## config.mk

```make
export PLATFORM = sky130hd
export DESIGN_NAME = pipe_code_combiner
export DESIGN_NICKNAME = d
export VERILOG_FILES = /design/src/rtl/pcc_pkg.sv /design/src/rtl/pcc_delay_line.sv /design/src/rtl/pcc_dac_split.sv /design/src/rtl/pcc_code_sum.sv /design/src/rtl/pipe_code_combiner.sv
export SDC_FILE = /design/constraint.sdc
export NUM_CORES = 1
export LEC_CHECK = 0
export BUFFER_PORTS_ARGS = -buffer_cell sky130_fd_sc_hd__buf_2
export CORE_UTILIZATION = 45
export DETAILED_ROUTE_END_ITERATION = 16
export GPL_ROUTABILITY_DRIVEN = 0
export PLACE_DENSITY = 0.66
export SKIP_LAST_GASP = 1
export SLEW_MARGIN = 20
export SYNTH_ARGS = -nofsm -noshare
export SYNTH_HDL_FRONTEND = slang
export SYNTH_HIERARCHICAL = 1
export SYNTH_SLANG_ARGS = --single-unit
```

## constraint.sdc

```tcl
create_clock -name clk -period 5.2 [get_ports clk]
set_input_delay 1.04 -clock clk [delete_from_list [all_inputs] [get_ports clk]]
set_output_delay 1.04 -clock clk [all_outputs]
set_load 0.005 [all_outputs]
```

## src/rtl/pcc_pkg.sv

```systemverilog
package pcc_pkg;

   localparam int FIRST_W = 3;
   localparam int MID_W   = 2;
   localparam int LAST_W  = 2;
   localparam int CTL_N   = 3;

   typedef struct packed {
      logic [CTL_N-1:0] pos;
      logic [CTL_N-1:0] neg;
   } tri_ctl_t;

   function automatic logic [FIRST_W-1:0] fold_first(input logic [FIRST_W-1:0] c);
      return (c == 3'd7) ? 3'd6 : c;
   endfunction

   function automatic logic [MID_W-1:0] fold_mid(input logic [MID_W-1:0] c);
      return (c == 2'd3) ? 2'd2 : c;
   endfunction

   // split a seven-level decision into three ternary selects (level = d + 3)
   function automatic tri_ctl_t split_first(input logic [FIRST_W-1:0] c);
      tri_ctl_t r;
      logic [FIRST_W-1:0] lv;
      lv       = fold_first(c);
      r.pos[0] = (lv == 3'd6);
      r.neg[0] = (lv <= 3'd4);
      r.pos[1] = (lv >= 3'd4);
      r.neg[1] = (lv <= 3'd2);
      r.pos[2] = (lv >= 3'd2);
      r.neg[2] = (lv == 3'd0);
      return r;
   endfunction

endpackage

```

## src/rtl/pcc_delay_line.sv

```systemverilog
module pcc_delay_line #(
   parameter int WIDTH = 1,
   parameter int DEPTH = 1
) (
   input  logic             clk,
   input  logic             rst_n,
   input  logic [WIDTH-1:0] d,
   output logic [WIDTH-1:0] q
);

   if (DEPTH < 1) begin : g_bad_depth
      $error("pcc_delay_line: DEPTH must be at least 1");
   end

   if (DEPTH == 1) begin : g_single
      logic [WIDTH-1:0] r_q;
      always_ff @(posedge clk or negedge rst_n) begin
         if (!rst_n) r_q <= '0;
         else        r_q <= d;
      end
      assign q = r_q;
   end else begin : g_chain
      logic [DEPTH-1:0][WIDTH-1:0] taps;
      always_ff @(posedge clk or negedge rst_n) begin
         if (!rst_n) begin
            taps <= '0;
         end else begin
            taps[0] <= d;
            for (int i = 1; i < DEPTH; i++) taps[i] <= taps[i-1];
         end
      end
      assign q = taps[DEPTH-1];
   end

endmodule

```

## src/rtl/pcc_dac_split.sv

```systemverilog
module pcc_dac_split
   import pcc_pkg::*;
(
   input  logic               clk,
   input  logic               rst_n,
   input  logic [FIRST_W-1:0] code,
   output logic [CTL_N-1:0]   pos,
   output logic [CTL_N-1:0]   neg
);

   tri_ctl_t nxt, cur;

   always_comb nxt = split_first(code);

   always_ff @(posedge clk or negedge rst_n) begin
      if (!rst_n) cur <= '0;
      else        cur <= nxt;
   end

   assign pos = cur.pos;
   assign neg = cur.neg;

endmodule

```

## src/rtl/pcc_code_sum.sv

```systemverilog
module pcc_code_sum
   import pcc_pkg::*;
#(
   parameter int NMID   = 4,
   parameter bit SAT_EN = 1'b1,
   localparam int OUT_W = NMID + 4
) (
   input  logic [FIRST_W-1:0]    first_c,
   input  logic [MID_W*NMID-1:0] mid_c,
   input  logic [LAST_W-1:0]     last_c,
   output logic [OUT_W-1:0]      word
);

   localparam int FRONT_SH = NMID + 1;
   localparam int BIAS     = 1 << (OUT_W - 1);
   localparam int TOP      = (1 << OUT_W) - 1;

   int biased;

   always_comb begin
      int acc;
      acc = (int'(fold_first(first_c)) - 3) * (1 << FRONT_SH);
      for (int k = 0; k < NMID; k++) begin
         acc += (int'(fold_mid(mid_c[MID_W*k +: MID_W])) - 1) * (1 << (NMID - k));
      end
      acc   += int'(last_c) - 1;
      biased = acc + BIAS;
   end

   if (SAT_EN) begin : g_clamp
      always_comb begin
         if (biased > TOP)    word = '1;
         else if (biased < 0) word = '0;
         else                 word = OUT_W'(biased);
      end
   end else begin : g_wrap
      always_comb word = OUT_W'(biased);
   end

endmodule

```

## src/rtl/pipe_code_combiner.sv

```systemverilog
module pipe_code_combiner
   import pcc_pkg::*;
#(
   parameter int NMID   = 4,
   parameter bit SAT_EN = 1'b1,
   localparam int NS    = NMID + 2,
   localparam int OUT_W = NMID + 4
) (
   input  logic                  clk,
   input  logic                  rst_n,
   input  logic                  in_valid,
   input  logic [2:0]            in_first,
   input  logic [2*NMID-1:0]     in_mid,
   input  logic [1:0]            in_last,
   output logic [2:0]            dac_pos,
   output logic [2:0]            dac_neg,
   output logic                  out_valid,
   output logic [NMID+3:0]       out_word
);

   if (NMID < 1 || NMID > 24) begin : g_bad_nmid
      $error("pipe_code_combiner: NMID must lie in 1..24");
   end

   logic [FIRST_W-1:0]    al_first;
   logic [MID_W*NMID-1:0] al_mid;
   logic [LAST_W-1:0]     al_last;
   logic                  al_valid;
   logic [OUT_W-1:0]      sum_word;

   // lane j is taken j edges after the front code; depth NS-j aligns them
   pcc_delay_line #(.WIDTH(1), .DEPTH(NS)) u_vld_dl (
      .clk(clk), .rst_n(rst_n), .d(in_valid), .q(al_valid));

   pcc_delay_line #(.WIDTH(FIRST_W), .DEPTH(NS)) u_first_dl (
      .clk(clk), .rst_n(rst_n), .d(in_first), .q(al_first));

   for (genvar k = 0; k < NMID; k++) begin : g_mid_lane
      pcc_delay_line #(.WIDTH(MID_W), .DEPTH(NS - 1 - k)) u_mid_dl (
         .clk(clk), .rst_n(rst_n),
         .d(in_mid[MID_W*k +: MID_W]),
         .q(al_mid[MID_W*k +: MID_W]));
   end

   pcc_delay_line #(.WIDTH(LAST_W), .DEPTH(1)) u_last_dl (
      .clk(clk), .rst_n(rst_n), .d(in_last), .q(al_last));

   pcc_code_sum #(.NMID(NMID), .SAT_EN(SAT_EN)) u_sum (
      .first_c(al_first), .mid_c(al_mid), .last_c(al_last), .word(sum_word));

   pcc_dac_split u_dac (
      .clk(clk), .rst_n(rst_n), .code(in_first), .pos(dac_pos), .neg(dac_neg));

   always_ff @(posedge clk or negedge rst_n) begin
      if (!rst_n) begin
         out_valid <= 1'b0;
         out_word  <= '0;
      end else begin
         out_valid <= al_valid;
         if (al_valid) out_word <= sum_word;
      end
   end

endmodule

```

# Yosys cells after proc, flatten, opt, wreduce, memory -nomap -nowiden
# Cells that the tools add are included.
# totals
ff_bits	69
inputBits	16
output_inout_bits	15
word_cells	65
# op_classes
addsub	12
magnitude_cmp	6
eq_ne	7
muxes	8
reduce_logical	1
# ops
operator	n
32-bit adder	5
32-bit by 9-bit adder with 32-bit output (second input constant)	1
32-bit by 9-bit > comparator with 1-bit output (second input constant)	1
32-bit by 1-bit less-than comparator with 1-bit output (second input constant)	1
8-bit 2-to-1 mux	2
2-bit by 1-bit subtractor with 3-bit output (second input constant)	5
3-bit == test (second input constant)	3
2-bit == test (second input constant)	4
2-bit 2-to-1 mux	4
3-bit 2-to-1 mux	2
3-bit by 2-bit subtractor with 4-bit output (second input constant)	1
3-bit by 2-bit greater-or-equal comparator with 1-bit output (second input constant)	1
3-bit greater-or-equal comparator (second input constant)	1
3-bit by 2-bit <= comparator with 1-bit output (second input constant)	1
3-bit <= comparator (second input constant)	1
3-bit logical NOT	1

# Logic depth before layout (Yosys ltp)
# Gate-level depths: netlist (run 1).
# depth
depth_word	12
mapped_depth	18
ltp_nobuf	18

# Cells and area by module
# Netlist (run 1), hierarchy kept.
# by_module_without_submodules
mod	n_inst	cells_each	area_per_inst_um2	seq_area_each_um2
pcc_code_sum	1	160	1373.8	0.0
pcc_delay_line (u_first_dl)	1	21	473.0	450.4
pipe_code_combiner	1	18	356.6	225.2
pcc_delay_line (g_mid_lane[0].u_mid_dl)	1	12	265.3	250.2
pcc_delay_line (g_mid_lane[1].u_mid_dl)	1	10	215.2	200.2
pcc_dac_split	1	12	182.7	150.1
pcc_delay_line (g_mid_lane[2].u_mid_dl)	1	8	165.2	150.1
pcc_delay_line (u_vld_dl)	1	6	150.1	150.1
pcc_delay_line (g_mid_lane[3].u_mid_dl)	1	6	115.1	100.1
pcc_delay_line (u_last_dl)	1	2	50.0	50.0

# Worst setup path after synthesis (run 1)
# OpenSTA, ideal clock, no wires.
# synth_timing
kind	reg-to-reg
start	register g_mid_lane[1].u_mid_dl.g_chain.taps (netlist bit g_mid_lane[1].u_mid_dl/q[1])
end	register out_word[7]
setup_time_ps	125
arrival_time_ps	4864
required_ps	5075
slack_ps	211
path_stages_with_launch	19
n_path_buf	1
cell_sequence	dfrtp_1 > buf_4 > nor2_1 > inv_1 > fa_1 > inv_1 > fa_1 > inv_1 > fa_1 > inv_1 > ha_1 > ha_1 > fa_1 > a211oi_1 > and4b_2 > o21ai_1 > a211oi_4 > a31oi_1 > mux2_4
# synth_via
elab_chain_cells	11
elab_cells_between_ends	12
# synth_lines
item	line_no	rtl
start, declared	pcc_delay_line.sv:23	logic [DEPTH-1:0][WIDTH-1:0] taps;
2-bit == test	pcc_pkg.sv:18	return (c == 2'd3) ? 2'd2 : c;
2-bit 2-to-1 mux (*)	pcc_pkg.sv:18	
2-bit by 1-bit subtractor with 3-bit output (*)	pcc_code_sum.sv:24	acc += (int'(fold_mid(mid_c[MID_W*k +: MID_W])) - 1) * (1 << (NMID - k));
32-bit adder (*) (3 in a row)	pcc_code_sum.sv:24	
32-bit adder (*)	pcc_code_sum.sv:26	acc += int'(last_c) - 1;
32-bit by 9-bit adder with 32-bit output (*)	pcc_code_sum.sv:27	biased = acc + BIAS;
32-bit by 1-bit less-than comparator with 1-bit output	pcc_code_sum.sv:33	else if (biased < 0) word = '0;
8-bit 2-to-1 mux	pcc_code_sum.sv:33	
8-bit 2-to-1 mux (*)	pcc_code_sum.sv:32	if (biased > TOP) word = '1;
named net sum_word[7]	pipe_code_combiner.sv:29	logic [OUT_W-1:0] sum_word;
end signal, assigned	pipe_code_combiner.sv:60	if (al_valid) out_word <= sum_word;
end, declared	pipe_code_combiner.sv:18	output logic [NMID+3:0] out_word
# Mark *: on every way through the listed nets, which the timed path passes. The rest lies on a longest branch.
# A chain may end at the register's enable or synchronous reset.

# Worst setup path after layout (run 1)
# layout_timing
start	register u_first_dl.g_chain.taps (netlist bit u_first_dl/q[2])
end	register out_word[7]
# layout_via
elab_chain_cells	12
elab_cells_between_ends	13
# layout_lines
item	line_no	rtl
start, declared	pcc_delay_line.sv:23	
3-bit == test	pcc_pkg.sv:14	return (c == 3'd7) ? 3'd6 : c;
3-bit 2-to-1 mux (*)	pcc_pkg.sv:14	
3-bit by 2-bit subtractor with 4-bit output (*)	pcc_code_sum.sv:22	acc = (int'(fold_first(first_c)) - 3) * (1 << FRONT_SH);
32-bit adder (*) (4 in a row)	pcc_code_sum.sv:24	
32-bit adder (*)	pcc_code_sum.sv:26	
32-bit by 9-bit adder with 32-bit output (*)	pcc_code_sum.sv:27	
32-bit by 1-bit less-than comparator with 1-bit output	pcc_code_sum.sv:33	
8-bit 2-to-1 mux	pcc_code_sum.sv:33	
8-bit 2-to-1 mux (*)	pcc_code_sum.sv:32	
named net sum_word[7]	pipe_code_combiner.sv:29	
# Marks and branches as above.

==> results of run 1 <==
[layout make-up]
type                       count  area (µm²)  area share [%]
clock buffer                  11         131            3.42
clock inverter                 5         108            2.80
inverter                      50         188            4.89
multi-input combinational    122        1360            35.4
sequential                    69        1730            45.0
tap                           99         124            3.23
timing repair buffer          37         203            5.28
[registers in the layout, indices dropped and copies added, names as in the netlist]
register / count
u_vld_dl/q: 1
g_mid_lane.u_mid_dl/g_chain.taps: 20
u_vld_dl/g_chain.taps: 5
u_dac/neg: 3
u_dac/pos: 3
out_valid: 1
u_last_dl/q: 2
u_first_dl/q: 3
out_word: 8
g_mid_lane.u_mid_dl/q: 8
u_first_dl/g_chain.taps: 15
[cell usage in the layout (no fill, tap or decap), drive strengths merged]
master	netlist	routed
dfrtp	69	69
inv	50	51
buf	12	37
fa	23	23
ha	23	23
clkbuf	2	11
a31oi	10	10
nor2	10	10
mux2	8	8
o21ai	6	6
a21oi	5	5
nand2	4	4
a211oi	4	4
bufinv	0	3
nand2b	3	3
and2	2	2
a211o	2	2
xnor2	2	2
or2	2	2
a21boi	2	2
or3b	2	2
mux2i	2	2
a21o	2	2
clkinv	0	1
nor3	1	1
nor2b	1	1
xor2	1	1
a311oi	1	1
nand3b	1	1
a221oi	1	1
or3	1	1
and4b	1	1
and4	1	1
and3	1	1
[critical path, delay by kind of cell, from the launching register on]
| kind | cells | cell delay [ns] |
|---|---|---|
| AOI/OAI and AO/OA | 4 | 0.76 |
| adders and majority gates | 6 | 2.57 |
| buffers and inverters | 2 | 0.15 |
| DFF | 1 | 0.41 |
| muxes | 1 | 0.27 |
| and+or+nand+nor | 2 | 0.65 |
[metal layers]
metal  GRT usage (%)  vias up  part of all wire [%]
li1                -      872                     -
met3            3.64       11                   3.0
met2            23.2       32                    49
met5               0        -                     0
met4            7.04        0                   2.1
met1            19.2      901                    45
[kinds of logic after synthesis]
logic type,after synthesis,synth area share (%)
buffers and inverters,64,8.64
and+or+nand+nor,30,5.27
AOI/OAI and AO/OA,33,7.07
adders and majority gates,46,22.4
muxes,10,4.30
xor gates and xnor gates,3,0.785
DFF,69,51.6
[metrics by stage]
step	std cells	power [W]	hold WS, ns
floorplan	255	0.00132	0.331
global placement	377	0.00151	0.332
detailed placement	377	0.00153	0.335
CTS	393	0.00205	0.351
global route	393	0.00223	0.354
finish	393	0.00206	0.346
[report_power, final]
group,switching [W],internal [W],total (W)
sequential,0.0000278,0.000595,0.000623
clock,0.000188,0.000321,0.000510
combinational,0.000490,0.000435,0.000924
[worst max-delay path by stage]
stage / startpoint / to / slack [ns] / depth (start not counted)
floorplan: g_mid_lane[1].u_mid_dl/q[1] / out_word[7] / 0.21 / 18
global placement: u_first_dl/q[2] / out_word[1] / 0.20 / 15
detailed placement: u_first_dl/q[2] / out_word[1] / 0.07 / 15
CTS: u_first_dl/q[2] / out_word[1] / 0.06 / 15
global route: g_mid_lane[2].u_mid_dl/q[1] / out_word[7] / 0.002 / 17
finish: u_first_dl/q[2] / out_word[7] / 0.26 / 15
[cell usage after synthesis (2+ instances only)]
library cell,n
dfrtp_1,69
inv_1,50
fa_1,23
ha_1,23
buf_4,11
a31oi_1,10
nor2_1,9
mux2_4,8
a21oi_1,4
a211oi_1,3
nand2_1,3
nand2b_1,3
o21ai_0,3
o21ai_1,3
a211o_1,2
a21boi_0,2
and2_2,2
clkbuf_1,2
xnor2_1,2
==> results.md, run 1 <==
* Status: complete, but fails checks
* Failing checks: design-rule violations
* Fin util at 53.2%
* Cell Area, Synth at 3350 µm²
* FF-to-FF path depth at 15
* Reg2reg setup slack at 0.26 ns
* Clk root buf: clkbuf_8
* Clk_lat worst skew at 0.33 ns
* Share of layout cells above drive strength 1 at 26.5%
* Max Freq at 202 MHz
* Core area at 7210 µm²
* Setup bufs post-CTS at 0
* Nets@finish at between 300 and 400
* Via count at ~1800
* Slew Limit Fails at 0
* Port Buffers at 30
* Vias in the first global route at 1937
* Antenna diodes at 0
* Crit-path slowest cell: fa_1
* #FFs+latches synth at 69
* # IOs at 31
* Slowest stage delay, CP at 0.55 ns
* Worst hold stages at 0
* Max-Cap Viols at 0
* Num Clock Sinks at 69
* TritonCTS clock tree: done
* Chip Width at 88.2 µm
* Fin area at 3840 µm²
* Post-CTS Resized at 0
* Cell variety after synth at 42
* Hold Path Origin: g_mid_lane[0].u_mid_dl/g_chain.taps[6]
* Critical path class: flop to flop
* Post-route setup slack at about 0.26 ns
* Wirelength, routed at 4800 µm
* Max VDD drop at 335 µV
* Worst r2r src: u_first_dl/q[2]
* Area growth, synth to finish at 14.7%
* Post-detail-place hpwl at about 3500 µm
* Final cycle utilization of the critical path at 95.1%
* Setup crit start kind: flop
* Most used cell, CP: fa_1
* DRC at 2
* Leak at 1.91 nW
* Synth Flop Type: dfrtp_1
* Initial drt markers at 43
* Initial core utilization at about 46%
* Dominant cell type by area after synthesis: dfrtp_1
* Yosys warning total at 6
* Clk buf depth at 2
* Worst path required time at 5.41 ns
* Sequential-to-total area share from yosys stat at 51.6%
* FFs w/ async S/R, synth at 100%
* Critical path cell sequence: a21boi_2 -> ha_1 -> fa_1 -> inv_1 -> fa_1 -> fa_1 -> inv_1 -> fa_1 -> ha_2 -> a21oi_2 -> or3b_4 -> and4_2 -> a211oi_4 -> a31oi_1 -> mux2_4
* Reg clk slew, reported paths at about 0.080 ns
* Placement Cell Area at 3570 µm²
* Total grt overflow at 0
* Arrival @ worst endpoint at roughly 5.2 ns
* Avg Cell Area, Syn at 13.1 µm²
* Final Hold Viols at 0
* Syn Nets at 317
* Synth Instances at around 260
* Power per cell area at 536 nW/µm²
* Worst slew pin tran at 0.804 ns
* Initial antenna violation count at 0
* Rel. slew slack at between 40 and 50%
* 1st-pass router iterations at 10
* Largest net degree at the start of global routing at 70
* Wirelength per Cell at 12.2 µm
* Crit Reg-Reg Endpoint: out_word[7]
* Final setup fails at 0
* Global-route wire length before repair at 8440 µm
* Total CTS buffers at 9
* Setup_tns at 0 ns
* DRT antenna net count at 0
* Dpl ws at between 0.06 and 0.07 ns
* DR vias/cell at 4.62
* All-Layer GR Usage at 14.7%
* Min-Delay Endpoint: g_mid_lane[0].u_mid_dl/q[0]
* H-tree level count at 3
* Yosys top cell area share at 51.6%
* Period minus WS final at 4.94 ns
* Hold Buf Count CTS at 0
* Endpoint type of the worst setup path: flop
* Post-synth EDFFs at 0
* Site row count at 31
* DIE AREA at 7790 µm²
* Worst-path maximum fanout at 8
* RSZ-0062 raised after global routing: no
* Fillcell total at 632
* Die Ht at 88.2 µm
* Max Clock Skew at between 0.007 and 0.008 ns
* Hold Path Class: flop to flop
* Synth area leaders: dfrtp_1 (52%), fa_1 (14%), ha_1 (8.6%), inv_1 (5.6%), mux2_4 (3.6%)
Power figures use the tool's default switching activity.
==> run 2, diff against run 1 <==
- ABC_AREA: not set -> 1
- CELL_PAD_IN_SITES_DETAIL_PLACEMENT: not set -> 1
- CELL_PAD_IN_SITES_GLOBAL_PLACEMENT: not set -> 1
- CORE_UTILIZATION: 45 -> 42
- PLACE_DENSITY: 0.66 -> not set
- PLACE_DENSITY_LB_ADDON: not set -> 0.1
==> results.md, run 2 <==
* Die Ht at between 90 and 100 µm
* Max layer used: met4
* Most common cell after layout, fill and taps aside: inv_1
* Synth Instances at roughly 330
* Hold Buf Count CTS at 0
* #FFs+latches synth at 69
* Hold Path Class: flop to flop
* Chip Width at 92.7 µm
* Wire length on met2 at ~2500 µm
* Wire length on met3 at 126 µm
* Final setup fails at 0
* Max-Cap Viols at 0
* Dominant cell type by area after synthesis: dfrtp_1
* Wirelength, routed at 5250 µm
* Total CTS buffers at 9
* Dpl cells at 444
* FFs w/ async S/R, synth at 100%
* Power per cell area at 532 nW/µm²
* DIE AREA at ~8600 µm²
* Antenna diodes at 0
* Leak at roughly 2.1 nW
* Most flop-heavy register: g_mid_lane.u_mid_dl/g_chain.taps
* Routed metal-1 wirelength at between 2000 and 3000 µm
* Final cycle utilization of the critical path at 91.7%
* Worst setup path startpoint: g_mid_lane[1].u_mid_dl/q[1]
* Max Freq at 210 MHz
* Final Hold Viols at 0
* Largest net degree at the start of global routing at 70
* Site row count at 32
* Initial drt markers at 43
* DRC at 0
* Clk buf depth at 2
* Worst-path maximum fanout at 8
* Initial antenna violation count at 0
* FF-to-FF path depth at 21
* DR vias/cell at 4.37
* Critical path endpoint: out_word[1]
* Fin cells at 460
* Synth area leaders: dfrtp_1 (50%), fa_1 (13%), ha_1 (8.3%), inv_1 (7.8%), nand2_1 (6.4%)
* DRT antenna net count at 0
* Rel. slew slack at between 40% and 50%
* Fin util at 49.0%
* Num Clock Sinks at 69
* Reg clk slew, reported paths at ~0.07 ns
* Cell with the most instances after synthesis: inv_1
* Post-detail-place hpwl at around 4000 µm
* 1st-pass router iterations at 4
* Cell Area, Synth at 3450 µm²
* Clk root buf: clkbuf_8
* Sequential-to-total area share from yosys stat at 50.0%
* Period minus WS final at 4.77 ns
* RSZ-0062 raised after global routing: no
* Critical path class: flop to flop
* Nets@finish at 415
* Top post-synthesis cells by count: inv_1 (72), dfrtp_1 (69), nand2_1 (59)
* Clk_lat worst skew at 0.33 ns
* Worst r2r src: g_mid_lane[1].u_mid_dl/q[1]
* Worst path required time at 5.42 ns
* Post-CTS Resized at 0
* Area growth, synth to finish at 11.3%
* Worst slew pin tran at between 0.8 and 0.9 ns
* Status: finished, final reports clean
* Number of flip-flops under the largest register name at 20
* Commonest non-fill, non-tap cells in the layout: inv_1 (72), dfrtp_1 (69), nand2_1 (59)
* All-Layer GR Usage at 14.8%
* Crit Reg-Reg Endpoint: out_word[1]
* Syn Nets at just under 400
* Max VDD drop at about 220 µV
* Max Clock Skew at 0.00883 ns
* Slew Limit Fails at 0
* Total grt overflow at 0
* H-tree level count at 3
* Setup crit start kind: flop
* Via count at 2008
* Post-synth EDFFs at 0
* Wirelength per Cell at 11.4 µm
* Initial core utilization at between 40% and 50%
* Setup_tns at 0 ns
* Core area at ~7800 µm²
* Share of layout cells above drive strength 1 at between 20 and 25%
* Setup bufs post-CTS at 0
* # IOs at 31
* Arrival @ worst endpoint at 4.98 ns
* Avg Cell Area, Syn at 10.6 µm²
* Yosys warning total at 6
* TritonCTS clock tree: done
* Vias in the first global route at 2174
* Yosys top cell area share at 50.0%
* Synth Flop Type: dfrtp_1
* Endpoint type of the worst setup path: flop
* Port Buffers at 30
* Cell variety after synth at 25
* Largest registers: g_mid_lane.u_mid_dl/g_chain.taps x20, u_first_dl/g_chain.taps x15
* Global-route wire length before repair at 9610 µm
* Reg2reg setup slack at 0.43 ns
[run 2: cell count changes after synthesis, moves of 4 or more]
cell and change:
inv_1 +22, a31oi_1 -10, nand3_1 +14, mux2_4 -8, nand2_2 +8, inv_2 +4, nand2_1 +56, nor2_1 +5
[run 2: cell type report]
class	count	area, µm²
Clock buffer	10	138
Clock inverter	6	67.6
Fill cell	898	4010
Inverter	77	290
Multi-Input combinational cell	165	1340
Sequential cell	69	1730
Tap cell	102	128
Timing Repair Buffer	31	158
[run 2: routing by layer]
metal	vias to the layer above	GRT usage, %
met5	-	0
met4	0	6.54
met3	7	2.71
met2	23	24.1
met1	980	19.3
li1	998	-
[run 2: logic make-up after synthesis]
group	synth area share [%]
flops	50.0
simple gates	14.8
xor+xnor	1.01
compound gates	1.20
fa+ha+maj	21.7
buf+inv	11.3
[run 2: where the power goes]
part,internal (W),switching [W],total (W)
combinational,0.000373,0.000619,0.000993
clock,0.000237,0.000198,0.000435
sequential,0.000592,0.0000240,0.000616
total,0.00120,0.000841,0.00204
[run 2: worst max-delay path, cell delays in order, from the launching register on]
cell and delay [ns]:
dfrtp_1 0.40, nor2_1 0.42, inv_1 0.13, fa_1 0.53
inv_1 0.06, fa_1 0.53, inv_1 0.06, fa_1 0.53
inv_1 0.04, ha_1 0.29, ha_1 0.24, fa_1 0.47
nand2_1 0.12, nand2_2 0.06, xnor2_1 0.17, nand2_2 0.11
nor2_8 0.17, nand3_1 0.09, nand2_1 0.08, inv_1 0.05
nand2_1 0.06, nand2_1 0.05
[run 2: how the worst min path moves through the flow]
stage	cells after the start	start	endpoint
3_3_place_gp	0	g_mid_lane[1].u_mid_dl/g_chain.taps[2]	g_mid_lane[1].u_mid_dl/g_chain.taps[4]
4_1_cts	0	u_first_dl/g_chain.taps[0]	u_first_dl/g_chain.taps[3]
5_1_grt	0	g_mid_lane[0].u_mid_dl/g_chain.taps[5]	g_mid_lane[0].u_mid_dl/g_chain.taps[7]
2_1_floorplan	0	g_mid_lane[0].u_mid_dl/g_chain.taps[0]	g_mid_lane[0].u_mid_dl/g_chain.taps[2]
6_report	0	u_first_dl/g_chain.taps[8]	u_first_dl/g_chain.taps[11]
3_5_place_dp	0	u_first_dl/g_chain.taps[8]	u_first_dl/g_chain.taps[11]
[run 2: through the flow]
step | instance area (µm²) | worst slack (ns) | total power [W] | hold slack (ns)
floorplan | 3450 | 0.775 | 0.00142 | 0.331
global placement | 3640 | 0.450 | 0.00162 | 0.332
detailed placement | 3640 | 0.427 | 0.00164 | 0.336
CTS | 3840 | 0.358 | 0.00209 | 0.344
global route | 3840 | 0.0997 | 0.00226 | 0.345
finish | 3840 | 0.432 | 0.00204 | 0.343
==> run 3, diff against run 2 <==
- CORE_UTILIZATION: 42 -> 43
- SYNTH_HIERARCHICAL: 1 -> not set
==> results.md, run 3 <==
* Final setup fails at 0
* Hold Path Class: flop to flop
* Max-Cap Viols at 0
* Clk_lat worst skew at 0.33 ns
* Worst slew pin tran at 0.814 ns
* Final cycle utilization of the critical path at 94.1%
* Power per cell area at 524 nW/µm²
* Cell Int Power at 0.00122 W
* Wirelength per Cell at approximately 13 µm
* Gate power share at between 40% and 50%
* Met2 GRT Util at 29.7%
* Power share of the clock group at 20.1%
* Fin area at ~3900 µm²
* DRT antenna net count at 0
* Commonest non-fill, non-tap cells in the layout: dfrtp_1 (69), inv_1 (52), nand2_1 (36)
* Most used cell, CP: inv_1
* DR vias/cell at 4.73
* Chip Width at 90.4 µm
* Fin cells at around 440
* Core area at between 7000 and 8000 µm²
* All-Layer GR Usage at 16.7%
* DRC at 0
* Synth Flop Type: dfrtp_1
* Worst-path maximum fanout at 8
* Sw Share at 40.4%
* Critical path cell sequence: nor2_2 -> inv_1 -> fa_1 -> inv_1 -> fa_1 -> inv_1 -> fa_1 -> inv_1 -> ha_1 -> ha_4 -> nand2_1 -> inv_1 -> a21oi_4 -> o211ai_1 -> ha_1 -> nor4_2 -> nand3_1 -> nor2_1 -> nand3_2 -> nand2_4 -> a21oi_2
* Most flop-heavy register: g_mid_lane.u_mid_dl.g_chain.taps
* GRT busiest layer: met2
* Clk root buf: clkbuf_8
* Sw power at 0.000827 W
* Met1 Use GR at 19.0%
* Global-route wire length before repair at 10500 µm
* Largest net degree at the start of global routing at 70
* Port Buffers at 30
* Final Hold Viols at 0
* Post-detail-place hpwl at 4680 µm
* Hold slack at 0.350 ns
* Sequential-to-total area share from yosys stat at 51.4%
* Clk buf depth at 2
* Endpoint type of the worst setup path: flop
* Reg clk slew, reported paths at 0.07 ns
* Met3 GRT Util at 3.87%
* Rel. slew slack at 45.8%
* 1st-pass router iterations at 4
* Initial core utilization at 45.3%
* Top Family by Delay on Critical Path: adder cells
* Cell with the most instances after synthesis: dfrtp_1
* Dpl cells at 429
* Largest registers: g_mid_lane.u_mid_dl.g_chain.taps x20, u_first_dl.g_chain.taps x15
* FFs w/ async S/R, synth at 100%
* Worst path required time at 5.42 ns
* Worst hold stages at 0
* Critical path class: flop to flop
* Dominant cell type by area after synthesis: dfrtp_1
* Initial antenna violation count at 0
* Syn Nets at ~370
* Top post-synthesis cells by count: dfrtp_1 (69), inv_1 (53), nand2_1 (36)
* Placement Cell Area at approximately 3700 µm²
* Yosys top cell area share at 51.4%
* Max Freq at 204 MHz
* H-tree level count at 3
* Site row count at 31
* Avg Cell Area, Syn at about 11 µm²
* Cell Area, Synth at 3360 µm²
* Arrival @ worst endpoint at 5.11 ns
* Synth Instances at roughly 300
* Num Clock Sinks at slightly below 70
* Seq pwr share at 30.2%
* Post-synth EDFFs at 0
* Wirelength, routed at 5970 µm
* #FFs+latches synth at 69
* Stages on worst setup path at 21
* Synth area leaders: dfrtp_1 (51%), ha_1 (12%), fa_1 (11%), inv_1 (5.9%), nand2_1 (4.0%)
* Vias in the first global route at 2338
* Nets@finish at 407
* Period minus WS final at 4.89 ns
* # IOs at 31
* TritonCTS clock tree: done
* Slowest stage delay, CP at approximately 0.57 ns
* Most common cell after layout, fill and taps aside: dfrtp_1
* Initial drt markers at 31
* Total grt overflow at 0
* Yosys warning total at 0
* Status: finished, final reports clean
* Via count at 2100
* Cell variety after synth at 30
* Max VDD drop at roughly 290 µV
* Slew Limit Fails at 0
* Buffers & Inverters on Critical Path at 5
* Area growth, synth to finish at 16.2%
* Total CTS buffers at 9
* DIE AREA at 8170 µm²
* Leak at 2.00 nW
* Crit-path slowest cell: fa_1
* Die Ht at approximately 90 µm
* Number of flip-flops under the largest register name at 20
* Setup crit start kind: flop
* Share of layout cells above drive strength 1 at 24.9%
* FF-to-FF path depth at 21
* Max Clock Skew at 0.00561 ns
* Antenna diodes at 0
==> run 3: worst paths after layout <==
check / from / endpoint / slack [ns]
setup / recovery: g_mid_lane[0].u_mid_dl.q[1] / out_word[3] / 0.31
hold / removal: u_vld_dl.g_chain.taps[4] / u_vld_dl.q / 0.35
setup reg to reg: g_mid_lane[0].u_mid_dl.q[1] / out_word[3] / 0.31
hold reg to reg: u_vld_dl.g_chain.taps[4] / u_vld_dl.q / 0.35
max in group asynchronous: rst_n / u_first_dl.q[1] / 3.79
min in group asynchronous: rst_n / out_word[0] / 0.88
==> run 3: timing repair <==
action,4_1_cts,5_1_grt
buffers inserted,0,0
hold buffers,0,0
resized for setup,0,13
setup endpoints to repair,0,8
==> run 3: layout make-up <==
cell class,instances,area [µm²]
Clock inverter,6,63.8
Tap cell,99,124
Sequential cell,69,1730
Timing Repair Buffer,34,180
Clock buffer,9,124
Fill cell,818,3500
Multi-Input combinational cell,170,1470
Inverter,57,214
==> run 3: layer usage <==
metal  vias to the layer above  wire (µm)
li1                       1010          -
met1                      1047       2460
met2                        33       3180
met3                        10        199
met4                         0        123
met5                         -          0
==> run 3: per-stage QoR <==
step | utilization, % | TNS (ns) | power (W) | setup slack, ns
after floorplan | - | 0 | 0.00134 | 0.243
after global placement | 49.3 | 0 | 0.00156 | 0.232
after detailed placement | 49.3 | 0 | 0.00159 | 0.0798
after CTS | 51.8 | 0 | 0.00201 | 0.0640
after global routing | 52.7 | -0.144 | 0.00224 | -0.0262
final | 52.7 | 0 | 0.00205 | 0.307
==> run 3: worst register-to-register path, stage by stage (launching register included) <==
cell,delay (ns)
dfrtp_1,0.39
nor2_2,0.18
inv_1,0.12
fa_1,0.57
inv_1,0.07
fa_1,0.56
inv_1,0.08
fa_1,0.56
inv_1,0.09
ha_1,0.34
ha_4,0.27
nand2_1,0.10
inv_1,0.08
a21oi_4,0.16
o211ai_1,0.11
ha_1,0.30
nor4_2,0.27
nand3_1,0.10
nor2_1,0.12
nand3_2,0.11
nand2_4,0.15
a21oi_2,0.08
==> run 3: cells by family (layout without fill, tap and decap cells) <==
family / count (synthesis) / count (layout) / synth area share [%]
fa+ha+maj: 50 / 50 / 22.9
flops: 69 / 69 / 51.4
xor+xnor: 3 / 3 / 0.782
buf+inv: 60 / 106 / 6.70
simple gates: 88 / 88 / 12.3
compound gates: 29 / 29 / 6.00
==> run 3: power groups by stage <==
stage                     clock, W  sequential (W)  combinational (W)
after floorplan                  0        0.000628           0.000711
after global placement           0        0.000625           0.000930
after detailed placement         0        0.000629           0.000959
after CTS                 0.000427        0.000619           0.000965
after global routing      0.000449        0.000626            0.00117
final                     0.000411        0.000618            0.00102
